File: src/rtl/can_es_pkg.sv
package can_es_pkg;
  typedef enum logic [1:0] {
    ES_ACTIVE  = 2'd0,
    ES_WARN    = 2'd1,
    ES_PASSIVE = 2'd2,
    ES_BUSOFF  = 2'd3
  } es_lvl_e;

  typedef enum logic [1:0] {
    LK_OFF    = 2'd0,
    LK_LISTEN = 2'd1,
    LK_NORMAL = 2'd2
  } link_e;
endpackage

File: src/rtl/can_es_classify.sv
module can_es_classify
  import can_es_pkg::*;
#(
  parameter int CNT_W    = 9,
  parameter int WARN_LIM = 96,
  parameter int PASS_LIM = 128,
  parameter int BOFF_LIM = 255
) (
  input  logic [CNT_W-1:0] tec_i,
  input  logic [CNT_W-1:0] rec_i,
  output es_lvl_e          lvl_o,
  output logic             quiet_o
);
  localparam logic [CNT_W-1:0] WARN_C = CNT_W'(WARN_LIM);
  localparam logic [CNT_W-1:0] PASS_C = CNT_W'(PASS_LIM);
  localparam logic [CNT_W-1:0] BOFF_C = CNT_W'(BOFF_LIM);

  logic tec_warn, rec_warn, any_pass, tx_off;

  assign tec_warn = tec_i >= WARN_C;
  assign rec_warn = rec_i >= WARN_C;
  assign any_pass = (tec_i >= PASS_C) || (rec_i >= PASS_C);
  assign tx_off   = tec_i > BOFF_C;
  assign quiet_o  = !tec_warn && !rec_warn;

  always_comb begin
    if (tx_off)                    lvl_o = ES_BUSOFF;
    else if (any_pass)             lvl_o = ES_PASSIVE;
    else if (tec_warn || rec_warn) lvl_o = ES_WARN;
    else                           lvl_o = ES_ACTIVE;
  end
endmodule

File: src/rtl/can_es_poll_timer.sv
module can_es_poll_timer #(
  parameter int POLL_CYCLES = 1000
) (
  input  logic clk_i,
  input  logic rst_ni,
  output logic tick_o
);
  localparam int LIM = (POLL_CYCLES > 0) ? POLL_CYCLES - 1 : 0;
  localparam int PW  = $clog2(LIM + 2);

  generate
    if (POLL_CYCLES > 0) begin : g_timer
      logic [PW-1:0] cnt_q;
      logic          tick_q;
      always_ff @(posedge clk_i or negedge rst_ni) begin
        if (!rst_ni) begin
          cnt_q  <= '0;
          tick_q <= 1'b0;
        end else begin
          tick_q <= (cnt_q == PW'(LIM));
          cnt_q  <= (cnt_q == PW'(LIM)) ? '0 : cnt_q + 1'b1;
        end
      end
      assign tick_o = tick_q;
    end else begin : g_off
      logic tick_q;
      always_ff @(posedge clk_i or negedge rst_ni) begin
        if (!rst_ni) tick_q <= 1'b0;
        else         tick_q <= 1'b0;
      end
      assign tick_o = tick_q;
    end
  endgenerate
endmodule

File: src/rtl/can_es_tracker.sv
module can_es_tracker
  import can_es_pkg::*;
(
  input  logic    clk_i,
  input  logic    rst_ni,
  input  es_lvl_e lvl_i,
  input  logic    irq_i,
  input  logic    poll_i,
  output es_lvl_e state_o,
  output logic    escal_o
);
  es_lvl_e state_q;
  logic    armed, fire, poll_chg, upd;

  // events above the recorded level are the only armed ones
  assign armed    = lvl_i > state_q;
  assign fire     = irq_i && armed;
  assign poll_chg = poll_i && (lvl_i != state_q);
  assign upd      = fire || poll_chg;
  assign escal_o  = upd && armed && (lvl_i != ES_ACTIVE);

  always_ff @(posedge clk_i or negedge rst_ni) begin
    if (!rst_ni)  state_q <= ES_ACTIVE;
    else if (upd) state_q <= lvl_i;
  end

  assign state_o = state_q;
endmodule

File: src/rtl/can_es_link_fsm.sv
module can_es_link_fsm
  import can_es_pkg::*;
(
  input  logic clk_i,
  input  logic rst_ni,
  input  logic escal_i,
  input  logic reconnect_i,
  input  logic quiet_i,
  output logic xcvr_en_o,
  output logic listen_only_o,
  output logic normal_mode_o
);
  link_e link_q, link_d;
  logic  detach;

  assign detach = escal_i && (link_q != LK_OFF);

  always_comb begin
    link_d = link_q;
    unique case (link_q)
      LK_OFF:    if (reconnect_i) link_d = LK_LISTEN;
      LK_LISTEN: if (detach)       link_d = LK_OFF;
                 else if (quiet_i) link_d = LK_NORMAL;
      LK_NORMAL: if (detach)       link_d = LK_OFF;
      default:   link_d = LK_OFF;
    endcase
  end

  always_ff @(posedge clk_i or negedge rst_ni) begin
    if (!rst_ni) link_q <= LK_OFF;
    else         link_q <= link_d;
  end

  // detach cuts the outputs in the cycle of the event, not one later
  assign xcvr_en_o     = (link_q != LK_OFF) && !detach;
  assign listen_only_o = (link_q == LK_LISTEN) && !detach;
  assign normal_mode_o = (link_q == LK_NORMAL) && !detach;
endmodule

File: src/rtl/can_err_supervisor.sv
module can_err_supervisor
  import can_es_pkg::*;
#(
  parameter int CNT_W       = 9,
  parameter int WARN_LIM    = 96,
  parameter int PASS_LIM    = 128,
  parameter int BOFF_LIM    = 255,
  parameter int POLL_CYCLES = 1000
) (
  input  logic             clk_i,
  input  logic             rst_ni,
  input  logic [CNT_W-1:0] tec_i,
  input  logic [CNT_W-1:0] rec_i,
  input  logic             state_irq_i,
  input  logic             poll_stb_i,
  input  logic             reconnect_i,
  output logic             xcvr_en_o,
  output logic             listen_only_o,
  output logic             normal_mode_o,
  output logic [1:0]       state_o
);
  es_lvl_e lvl, state;
  logic    quiet, tick, poll_any, escal;

  can_es_classify #(
    .CNT_W(CNT_W), .WARN_LIM(WARN_LIM), .PASS_LIM(PASS_LIM), .BOFF_LIM(BOFF_LIM)
  ) u_classify (
    .tec_i(tec_i), .rec_i(rec_i), .lvl_o(lvl), .quiet_o(quiet)
  );

  can_es_poll_timer #(.POLL_CYCLES(POLL_CYCLES)) u_timer (
    .clk_i(clk_i), .rst_ni(rst_ni), .tick_o(tick)
  );

  assign poll_any = tick || poll_stb_i;

  can_es_tracker u_tracker (
    .clk_i(clk_i), .rst_ni(rst_ni), .lvl_i(lvl), .irq_i(state_irq_i),
    .poll_i(poll_any), .state_o(state), .escal_o(escal)
  );

  can_es_link_fsm u_link (
    .clk_i(clk_i), .rst_ni(rst_ni), .escal_i(escal), .reconnect_i(reconnect_i),
    .quiet_i(quiet), .xcvr_en_o(xcvr_en_o), .listen_only_o(listen_only_o),
    .normal_mode_o(normal_mode_o)
  );

  assign state_o = state;
endmodule

File: config.mk
export PLATFORM = sky130hd
export DESIGN_NAME = can_err_supervisor
export DESIGN_NICKNAME = d
export VERILOG_FILES = /design/src/rtl/can_es_pkg.sv /design/src/rtl/can_es_classify.sv /design/src/rtl/can_es_poll_timer.sv /design/src/rtl/can_es_tracker.sv /design/src/rtl/can_es_link_fsm.sv /design/src/rtl/can_err_supervisor.sv
export SDC_FILE = /design/constraint.sdc
export NUM_CORES = 1
export LEC_CHECK = 0
export ABC_AREA = 1
export BUFFER_PORTS_ARGS = -buffer_cell sky130_fd_sc_hd__buf_2
export CAP_MARGIN = 0
export CORE_UTILIZATION = 51
export CTS_CLUSTER_SIZE = 8
export DETAILED_ROUTE_END_ITERATION = 8
export GPL_TIMING_DRIVEN = 0
export PLACE_DENSITY_LB_ADDON = 0.15
export SLEW_MARGIN = 20
export SYNTH_ARGS = -nofsm -noshare
export SYNTH_HDL_FRONTEND = slang
export SYNTH_SLANG_ARGS = --single-unit
export TNS_END_PERCENT = 30
File: constraint.sdc
create_clock -name clk_i -period 2.2 [get_ports clk_i]
set_input_delay 0.22 -clock clk_i [delete_from_list [all_inputs] [get_ports clk_i]]
set_output_delay 0.22 -clock clk_i [all_outputs]
set_load 0.05 [all_outputs]
## Word level (Yosys, flattened, before mapping)

Cells that the tools add are included.

| operators by class | value |
|---|---|
| $add $sub $neg | 1 |
| equality and inequality tests | 7 |
| reduce and logical (&&, ||, !) cells | 20 |
| order comparisons | 6 |
| multiplexer cells | 9 |

Operators by type and width:

| kind | count |
|---|---|
| >= comparator 9 x 7 -> 1 bit (second input constant) | 2 |
| >= comparator 9 x 8 -> 1 bit (second input constant) | 2 |
| two-way mux 2 bit | 6 |
| adder 10 x 1 -> 10 bit (second input constant) | 1 |
| equality test 10 bit (second input constant) | 1 |
| two-way mux 10 bit | 1 |
| greater-than comparator 9 x 8 -> 1 bit (second input constant) | 1 |
| logical AND 1 bit | 9 |
| one-hot mux 2 bit (3 select lines) | 1 |
| logical OR 1 bit | 4 |
| nonzero test 2 bit | 2 |
| logical NOT 1 bit | 3 |
| inequality test 3 x 2 -> 1 bit (second input constant) | 1 |
| AND reduction 3 bit | 1 |
| equality test 2 x 1 -> 1 bit (second input constant) | 1 |
| equality test 2 bit (second input constant) | 1 |
| greater-than comparator 2 bit | 1 |
| logical NOT 2 bit | 1 |
| inequality test 2 x 1 -> 1 bit (second input constant) | 1 |
| inequality test 2 bit | 1 |
| inequality test 2 bit (second input constant) | 1 |
| two-way mux 1 bit | 1 |

| storage, ports and cells | value |
|---|---|
| register bits after elaboration | 15 |
| output and inout port bits | 5 |
| bits of input ports | 23 |
| word-level logic and storage cells | 47 |

## Logic depth before layout (Yosys ltp)

Gate-level depths: netlist of the first run.

| logic depth | value |
|---|---|
| depth after elaboration | 13 |
| mapped depth | 13 |
| depth with buffers taken out | 13 |

## By module

A second synthesis of the first run with hierarchy kept.

| unflattened totals | value |
|---|---|
| cell total of the unflattened synthesis | 120 |
| area total of the unflattened synthesis | 888.4 um^2 |

By module, submodules not included:

| module | cells an instance | area an instance (um^2) | sequential area each (um^2) | times used |
|---|---|---|---|---|
| can_es_poll_timer | 68 | 554.3 | 275.3 | 1 |
| can_es_tracker | 22 | 158.9 | 50.0 | 1 |
| can_es_link_fsm | 17 | 115.1 | 50.0 | 1 |
| can_es_classify | 10 | 48.8 | 0.0 | 1 |
| can_err_supervisor | 3 | 11.3 | 0.0 | 1 |

## Worst setup path before layout of the first run

No wires, ideal clock.

| timing | value |
|---|---|
| path kind | flip-flop to output port |
| start point | register u_tracker.state_q[1] (netlist: u_tracker.state_o[1]) |
| end point | output xcvr_en_o |
| data required time | 1.980 ns |
| setup slack | -0.140 ns |
| data arrival time | 2.120 ns |
| cell stages (with the launch flop) | 8 |
| buffers on the path | 0 |
| path through | dfrtp_1 inv_1 ha_1 nand2_1 nand2_1 nand3_1 nand2_1 a21oi_1 |

| between the ends | value |
|---|---|
| longest elaborated chain between the ends | 8 |
| elaborated cells between the ends (all ways) | 10 |
| those cells by class | order compare (1); eq/ne (1); reduce/logical (8) |

RTL lines:

| element | line | source |
|---|---|---|
| from (decl) | can_es_tracker.sv:12 | `es_lvl_e state_q;` |
| from (signal assigned) | can_es_tracker.sv:24 | `else if (upd) state_q <= lvl_i;` |
| greater-than comparator 2 bit / inequality test 2 bit (equally long branches) | can_es_tracker.sv:16, can_es_tracker.sv:18 |  |
| logical AND 1 bit (on tied branches) | can_es_tracker.sv:17, can_es_tracker.sv:18 |  |
| logical OR 1 bit | can_es_tracker.sv:19 | `assign upd = fire \|\| poll_chg;` |
| logical AND 1 bit * (2 in a row) | can_es_tracker.sv:20 | `assign escal_o = upd && armed && (lvl_i != ES_ACTIVE);` |
| logical AND 1 bit * | can_es_link_fsm.sv:16 | `assign detach = escal_i && (link_q != LK_OFF);` |
| logical NOT 1 bit * | can_es_link_fsm.sv:35 | `assign xcvr_en_o = (link_q != LK_OFF) && !detach;` |
| logical AND 1 bit * | can_es_link_fsm.sv:35 |  |
| to (decl) | can_err_supervisor.sv:17 | `output logic xcvr_en_o,` |

Mark *: on every way between the ends. The rest lies on a longest branch, timed or not.

## Final worst setup path of the first run

| timing | value |
|---|---|
| start point | register u_tracker.state_q[1] (netlist: u_tracker.state_o[1]) |
| end point | output normal_mode_o |

| between the ends | value |
|---|---|
| longest elaborated chain between the ends | 8 |
| elaborated cells between the ends (all ways) | 10 |
| those cells by class | order compare (1); eq/ne (1); reduce/logical (8) |

RTL lines:

| element | line | source |
|---|---|---|
| greater-than comparator 2 bit / inequality test 2 bit (equally long branches) | can_es_tracker.sv:16, can_es_tracker.sv:18 |  |
| logical AND 1 bit (on tied branches) | can_es_tracker.sv:17, can_es_tracker.sv:18 |  |
| logical OR 1 bit | can_es_tracker.sv:19 |  |
| logical AND 1 bit * (2 in a row) | can_es_tracker.sv:20 |  |
| logical AND 1 bit * | can_es_link_fsm.sv:16 |  |
| logical NOT 1 bit * | can_es_link_fsm.sv:37 | `assign normal_mode_o = (link_q == LK_NORMAL) && !detach;` |
| logical AND 1 bit * | can_es_link_fsm.sv:37 |  |
| to (decl) | can_err_supervisor.sv:19 | `output logic normal_mode_o,` |

Marked as above.

==> results of run 1 <==
==> synthesized netlist by cell type <==
| cell type | n |
|---|---|
| nor4_1 | 1 |
| nand3_2 | 1 |
| nor3_1 | 1 |
| dfrtp_1 | 15 |
| nand2_1 | 24 |
| inv_1 | 15 |
| nand2_2 | 2 |
| o21ai_0 | 3 |
| nand4_1 | 3 |
| xor2_1 | 2 |
| nor2_1 | 12 |
| nor2_4 | 1 |
| nor2_2 | 2 |
| nand3_1 | 4 |
| ha_1 | 3 |
| xnor2_1 | 3 |
| a21oi_1 | 3 |
| nor3b_1 | 1 |
| a21oi_2 | 1 |
| or2_2 | 2 |
| a31oi_1 | 1 |
==> area by class of cell <==
cell class	instances	area share [%]
Inverter	15	5.84
Sequential cell	15	39.0
Tap cell	16	2.08
Clock inverter	1	0.519
Timing Repair Buffer	18	10.4
Multi-Input combinational cell	70	39.9
Clock buffer	3	2.34
==> where the power goes <==
| part | switching (mW) | internal [mW] | total (mW) |
|---|---|---|---|
| combinational | 0.304 | 0.111 | 0.415 |
| clock | 0.0872 | 0.0677 | 0.155 |
| sequential | 0.0204 | 0.304 | 0.325 |
==> state kept, by name, summed over array words and instances, names as in the netlist <==
| register | cells |
|---|---|
| u_timer.g_timer.cnt_q | 10 |
| u_tracker.state_o | 2 |
| u_timer.tick_o | 1 |
| u_link.link_q | 2 |
==> metrics by stage <==
stage | util (%) | area, um^2 | setup TNS [ns]
final | 64.7 | 963 | 0
after global routing | 64.7 | 963 | 0
after CTS | 64.2 | 956 | 0
after floorplan | - | 813 | -0.0233
after detailed placement | 61.7 | 918 | 0
after global placement | 61.7 | 918 | 0
==> placed cells by master, fill, tap and decap left out, types with 3 or more instances in the layout <==
cell	netlist	layout
nand3_1	4	4
xnor2_1	3	3
inv_1	15	15
buf_2	0	15
nor2_1	12	12
nand4_1	3	3
nand2_2	2	3
o21ai_0	3	3
dfrtp_1	15	15
clkbuf_4	0	5
nand2_1	24	23
ha_1	3	3
==> worst paths after layout <==
check                                           end  slack (ns)  cells past startpoint
hold / removal                     u_link.link_q[0]        0.15                      3
min in group asynchronous            u_timer.tick_o        0.37                      2
setup reg to reg                   u_link.link_q[1]        0.71                     10
setup / recovery                      normal_mode_o        0.17                     10
hold reg to reg            u_timer.g_timer.cnt_q[4]        0.51                      1
max in group asynchronous  u_timer.g_timer.cnt_q[6]        1.58                      2
==> critical path, delay by kind of cell (launching register included) <==
| family | cells | cell delay (ns) |
|---|---|---|
| buffers and inverters | 4 | 0.33 |
| adders and majority gates | 1 | 0.29 |
| DFF | 1 | 0.35 |
| and+or+nand+nor | 5 | 0.54 |
==> metal layers <==
metal / vias to the layer above / track usage [%] / wire (um)
li1: 360 / - / -
met1: 315 / 19.8 / 596
met2: 22 / 34.4 / 734
met3: 5 / 4.35 / 83
met4: 0 / 12.3 / 37
met5: - / 0 / 0
==> cells by family (layout without fill, tap and decap cells) <==
| logic type | after synthesis | count (layout) | synth area share, % |
|---|---|---|---|
| compound gates | 8 | 8 | 5.56 |
| buf+inv | 15 | 37 | 6.95 |
| simple gates | 54 | 54 | 31.1 |
| flops | 15 | 15 | 46.4 |
| fa+ha+maj | 3 | 3 | 4.64 |
| xor+xnor | 5 | 5 | 5.41 |
==> repair_timing <==
item / CTS / global route
buffers inserted: 0 / 0
setup endpoints to repair: 0 / 2
resized for setup: 0 / 3
hold buffers: 1 / 0
endpoints found under the hold margin: 15 / 0
==> reports/qor.yml, run 1 <==
timing:
  skew_ns: 0.00382
  drv_slew: 0
  setup_viol: 0
  rsz0062_at_grt: "false"
  worst_slew_pin_slew_ns: 0.326
  fmax_mhz: 493
  hold_viol: 0
  whs_ns: 0.155
  fin_ws_ns: 0.170
  fin_crit_sh_pct: 92.3
  fin_crit_ns: 2.03
  maxSlewHeadroom_pct: 78.3
die:
  core_mm2: 0.00149
  io_pins: 28
  start_util_pct: 54.4
  die-area_mm2: 0.00175
  core.rowCount: 14
  die_h_um: 41.8
  fp.dieW_um: 41.8
finish:
  syn_to_final_growth_pct: 19.0
  regArea_um2: 375
  multiInputGateArea_um2: 384
  fill_cells: 133
  fin_cells: 138
  nets: 149
  diodes: 0
  drive_above_1_share_pct: 26.2
global_routing:
  overflow: 0
  grt_pass1_vias: 641
  grt_pass1_wl_um: 2510
  antenna_found_initial: 0
  grt_use_total_pct: 19.2
  grt_start_max_net_pins: 16
power_and_ir_drop:
  power.density_mw_per_mm2: 929
  ir_drop_v: 0.000463
  p_total_mw: 0.895
  leakagePower_nw: 0.519
worst_setup_path:
  cp_common_cell: "nand2_1"
  worstPathCellList: "inv_1 > ha_1 > nand2_1 > nand2_1 > inv_1 > nor2_1 > nand2_1 > nand2_1 > inv_1 > clkbuf_4"
  end_kind: "primary output"
  arrival_ns: 1.81
  startpoint: "u_tracker.state_o[1]"
  critPathKind: "register to primary output"
  max_stage_delay_ns: 0.35
  r2r_start: "u_tracker.state_o[1]"
  setup.worst_path.start_class: "register"
  worst-path-max-fanout: 3
  crit_slowest_cell: "dfrtp_1"
  cp.required_ns: 1.98
routing:
  drt_first_pass_iters: 4
  vias: 702
  dr.first_iter.drc_count: 17
  ant_nets: 0
  drc: 0
  drt-total-wl_um: 1450
  via_per_inst: 5.09
  wl_per_cell_um: 10.5
cts:
  cts.clk_slew.worst_paths_ns: 0.09
  htree_levels: 1
  cts.sinks: 15
  clockBufferDepth: 2
  insertion_delay_ns: 0.29
  cts-root-buf: "clkbuf_4"
  cts_tree: "built"
  cts_made_buffers: 3
run:
  drv_cap: 0
place:
  port-buffer-count: 17
  dp_hpwl_um: 1130
  dpl.cell_count: 133
  finalWeightedCongestion: 0.807
  pre_cts_slack_ns: 0.211
synthesis:
  synth_top_area_share_pct: 46.4
  syn_nets: 126
  ys_seq_area_share_pct: 46.4
  yosysTopAreaCell: "dfrtp_1"
  synth.area.top_cells: "dfrtp_1, nand2_1, inv_1"
  ys_types: 21
  synth.cell_area_um2: 810
  yosysWarnings: 0
  syn_area_per_cell_um2: 8.10
  ys_ff_latch: 15
  synth_cells: 100
min_path:
  worstHoldStart: "reconnect_i"
  min_path_type: "primary input to register"
status:
  status: "complete, no violations"
Note: power is estimated with default switching activity, not from simulation.
==> inputs of run 2 (changes only) <==
- PLACE_DENSITY: not set -> 0.9
- PLACE_DENSITY_LB_ADDON: 0.15 -> not set
- REMOVE_ABC_BUFFERS: not set -> 1
==> run 2 against run 1 <==
  * Global-route usage is 0.39 points lower
  * Non-clock buffer count stayed put
  * Sequential power hardly changed
  * Setup slack better by 0.017 ns
  * Sequential share of layout area is 0.20 points higher
  * Critical path type unchanged
==> reports/qor.yml, run 2 (synthesis gave the netlist of run 1 again) <==
status:
  status: "complete, no violations"
worst_setup_path:
  rr_worst_depth: 9
  cp.required_ns: 1.98
  critPathKind: "register to primary output"
  worst-path-max-fanout: 3
  arrival_ns: 1.79
  end_kind: "primary output"
  setup.worst_path.start_class: "register"
die:
  io_pins: 28
  fp.dieW_um: 41.8
  core.rowCount: 14
  core_mm2: 0.00149
  die_h_um: 41.8
  die-area_mm2: 0.00175
  start_util_pct: 54.4
power_and_ir_drop:
  power.density_mw_per_mm2: 923
  leakagePower_nw: 0.516
  ir_drop_v: 0.000558
  p_total_mw: 0.885
finish:
  mostFrequentLayoutCell: "nand2_1"
  layout_common_cells: "nand2_1, inv_1, buf_2, dfrtp_1, nor2_1"
  fin_util_pct: 64.4
  drive_above_1_share_pct: 24.6
  largest_register_ffs: 10
  fin_cells: 138
  fin_area_um2: 958
  nets: 149
  syn_to_final_growth_pct: 18.4
  top_register: "u_timer.g_timer.cnt_q"
  diodes: 0
global_routing:
  grt_use_total_pct: 18.8
  grt_pass1_wl_um: 2500
  grt_start_max_net_pins: 16
  antenna_found_initial: 0
  overflow: 0
  grt_pass1_vias: 686
routing:
  drt_first_pass_iters: 3
  ant_nets: 0
  dr.first_iter.drc_count: 5
  vias: 698
  wl_per_cell_um: 11.1
  via_per_inst: 5.06
  drt-total-wl_um: 1530
  drc: 0
min_path:
  min_path_type: "primary input to register"
  holdPathStages: 3
timing:
  maxSlewHeadroom_pct: 78.7
  rsz0062_at_grt: "false"
  drv_slew: 0
  skew_ns: 0.00452
  setup_viol: 0
  fin_crit_sh_pct: 91.5
  worst_slew_pin_slew_ns: 0.319
  fmax_mhz: 497
  hold_viol: 0
  fin_tns_setup_ns: 0
  fin_crit_ns: 2.01
cts:
  htree_levels: 1
  cts_made_buffers: 3
  clockBufferDepth: 2
  cts.sinks: 15
  cts-root-buf: "clkbuf_4"
  cts_tree: "built"
  insertion_delay_ns: 0.28
  cts.clk_slew.worst_paths_ns: 0.08
place:
  finalWeightedCongestion: 0.809
  dpl_cell_area_um2: 915
  dpl.cell_count: 133
  dp_hpwl_um: 1180
  port-buffer-count: 17
run:
  drv_cap: 0
run 2: cell count changes in the layout (fill, tap and decap cells not counted), sizes merged:
cell,change
clkbuf,+1
clkinv,-1
run 2: stage by stage:
step | setup WS, ns | hold WS, ns
finish | 0.187 | 0.167
global route | 0.0115 | 0.173
CTS | 0.118 | 0.161
detailed placement | 0.206 | 0.134
global placement | 0.298 | 0.130
floorplan | -0.140 | -0.0756
run 2: what timing repair did:
item                                    in CTS  in global routing
buffers inserted                             0                  0
resized for setup                            0                  3
hold buffers                                 1                  0
hold endpoints to repair                    15                  0
endpoints found under the setup margin       0                  2
run 2: cell type report:
class	count	area [um^2]
Clock buffer	4	26.3
Multi-Input combinational cell	70	380
Fill cell	128	531
Inverter	15	56.3
Sequential cell	15	375
Tap cell	16	20.0
Timing Repair Buffer	18	100
run 2: per-layer routing:
metal	up-vias	part of all wire, %	track usage [%]	routed length, um
met1	311	40	20.6	612
met4	0	2.1	11.0	32
li1	361	-	-	-
met5	-	0	0	0
met2	21	52	33.4	805
met3	5	5.4	3.48	83
run 2: final timing paths:
path	slack, ns	startpoint	endpoint
hold / removal	0.17	reconnect_i	u_link.link_q[0]
hold reg to reg	0.51	u_timer.g_timer.cnt_q[4]	u_timer.g_timer.cnt_q[4]
setup / recovery	0.19	u_tracker.state_o[1]	normal_mode_o
min in group asynchronous	0.36	rst_ni	u_timer.tick_o
max in group asynchronous	1.60	rst_ni	u_timer.g_timer.cnt_q[5]
setup reg to reg	0.71	u_tracker.state_o[1]	u_link.link_q[0]
run 2: critical path, stage by stage, from the launching register on:
cell      delay [ns]
dfrtp_1         0.35
inv_1           0.05
ha_1            0.29
nand2_1         0.05
nand2_1         0.08
inv_1           0.04
nor2_1          0.22
nand2_1         0.08
nand2_1         0.10
inv_1           0.04
clkbuf_4        0.20
run 2: power breakdown:
group / switching [mW] / leakage [nW] / total, mW / internal (mW)
clock network: 0.0818 / 0.0150 / 0.152 / 0.0704
registers: 0.0173 / 0.187 / 0.322 / 0.304
logic: 0.303 / 0.315 / 0.411 / 0.108
total: 0.402 / 0.516 / 0.885 / 0.483
==> inputs of run 3 (changes only) <==
- clock period: 2.2 -> 2.5 ns (I/O delays scaled with it)
==> run 3 against run 2 <==
  * Setup slack improved by 0.22 ns
  * Sequential share of layout area rose by 0.31 points
  * Cell count did not move
  * Sequential cell count did not move
  * Largest power group unchanged
==> reports/qor.yml, run 3 (synthesis gave the netlist of run 1 again) <==
worst_setup_path:
  critPathKind: "register to primary output"
  path_delay_family: "simple AND/OR/NAND/NOR gates"
  crit_slowest_cell: "dfrtp_1"
  worst-path-max-fanout: 7
  worstPathCellList: "inv_1 > ha_1 > nand2_1 > nand2_1 > nand3_1 > nand2_1 > a21oi_2 > buf_2"
  max_stage_delay_ns: 0.35
  setup.worst_path.start_class: "register"
  path_buf_inv: 2
  end_kind: "primary output"
  cp_common_cell: "nand2_1"
  cp.required_ns: 2.25
  arrival_ns: 1.84
finish:
  layout_common_cells: "nand2_1, buf_2, inv_1, dfrtp_1, nor2_1"
  syn_to_final_growth_pct: 17.5
  drive_above_1_share_pct: 23.8
  largest_register_ffs: 10
  diodes: 0
  top_register: "u_timer.g_timer.cnt_q"
  fill_cells: 132
  fin_cells: 138
  mostFrequentLayoutCell: "nand2_1"
  nets: 149
global_routing:
  antenna_found_initial: 0
  grt_use_total_pct: 18.8
  grt_pass1_vias: 686
  grt_start_max_net_pins: 16
  overflow: 0
  grt_pass1_wl_um: 2500
timing:
  hold_viol: 0
  fin_crit_sh_pct: 83.7
  fin_tns_setup_ns: 0
  drv_slew: 0
  maxSlewHeadroom_pct: 78.6
  worst_slew_pin_slew_ns: 0.321
  fmax_mhz: 478
  skew_ns: 0.00491
  rsz0062_at_grt: "false"
  fin_crit_ns: 2.09
  setup_viol: 0
  whs_ns: 0.196
cts:
  insertion_delay_ns: 0.28
  cts_tree: "built"
  postCtsSetupBuffers: 0
  cts_made_buffers: 3
  clockBufferDepth: 2
  htree_levels: 1
  cts.clk_slew.worst_paths_ns: 0.08
  cts-root-buf: "clkbuf_4"
  cts.sinks: 15
power_and_ir_drop:
  ir_drop_v: 0.000491
  p_sw_mw: 0.349
  p_clk_share_pct: 17.5
  leakagePower_nw: 0.517
  comb_power_share_pct: 45.6
  p_seq_share_pct: 36.9
  p_sw_share_pct: 45.5
  power.density_mw_per_mm2: 807
  p_int_mw: 0.418
place:
  dpl.cell_count: 133
  port-buffer-count: 17
  finalWeightedCongestion: 0.809
  dp_hpwl_um: 1180
die:
  die-area_mm2: 0.00175
  die_h_um: 41.8
  core.rowCount: 14
  io_pins: 28
  start_util_pct: 54.4
  core_mm2: 0.00149
  fp.dieW_um: 41.8
min_path:
  min_path_type: "primary input to register"
routing:
  ant_nets: 0
  wl_per_cell_um: 10.6
  drc: 0
  dr.first_iter.drc_count: 4
  via_per_inst: 5.04
  drt_first_pass_iters: 3
  drt-total-wl_um: 1470
  vias: 695
status:
  status: "complete, no violations"
run:
  drv_cap: 0
run 3: cell types whose count changed in the layout (fill, tap and decap cells not counted):
cell	change
nand2_1	+1
clkbuf_4	-2
nand2_2	-1
buf_2	+2
run 3: metal layers:
metal | wire, um | vias to the layer above | global-route usage, %
met4 | 46 | 0 | 11.0
li1 | - | 362 | -
met5 | 0 | - | 0
met3 | 84 | 7 | 3.48
met2 | 732 | 23 | 33.4
met1 | 601 | 303 | 20.6
run 3: through the flow:
stage               total power, mW  area (um^2)  setup slack [ns]  util (%)
floorplan                     0.557          810             0.130         -
global placement              0.625          915             0.538      61.4
detailed placement            0.638          915             0.446      61.4
CTS                           0.774          951             0.388      63.9
global route                  0.821          951             0.237      63.9
finish                        0.767          951             0.406      63.9
run 3: layout make-up:
| class | count | area (um^2) | area share [%] |
|---|---|---|---|
| Sequential cell | 15 | 375 | 39.5 |
| Tap cell | 16 | 20.0 | 2.11 |
| Inverter | 15 | 56.3 | 5.92 |
| Timing Repair Buffer | 18 | 95.1 | 10.0 |
| Clock buffer | 4 | 26.3 | 2.76 |
| Multi-Input combinational cell | 70 | 378 | 39.7 |
run 3: worst reg2reg max path: stages (launching register included):
cell and delay, ns:
dfrtp_1 0.35, inv_1 0.05, ha_1 0.30, nand2_1 0.07, nand2_1 0.07, nand3_1 0.08
nand2_1 0.16, a21oi_2 0.20, o21ai_0 0.11, nand2_1 0.07
run 3: worst paths after layout:
kind	slack [ns]	startpoint	depth (start not counted)	endpoint
min in group asynchronous	0.39	rst_ni	2	u_timer.tick_o
max in group asynchronous	1.87	rst_ni	2	u_timer.g_timer.cnt_q[5]
worst min register to register	0.51	u_timer.g_timer.cnt_q[4]	1	u_timer.g_timer.cnt_q[4]
worst min-delay path	0.20	reconnect_i	3	u_link.link_q[0]
worst max-delay path	0.41	u_tracker.state_o[1]	8	listen_only_o
worst max register to register	0.98	u_tracker.state_o[1]	9	u_link.link_q[0]
run 3: what timing repair did:
item,4_1_cts,5_1_grt
endpoints found under the setup margin,0,0
hold buffers,1,0
resized for setup,0,0
endpoints found under the hold margin,15,0
run 3: power by group through the flow:
stage          Sequential (mW)  Clock [mW]  Combinational, mW
2_1_floorplan            0.343           0              0.214
3_3_place_gp             0.288           0              0.337
3_5_place_dp             0.288           0              0.350
4_1_cts                  0.283       0.138              0.352
5_1_grt                  0.286       0.151              0.384
6_report                 0.283       0.134              0.350
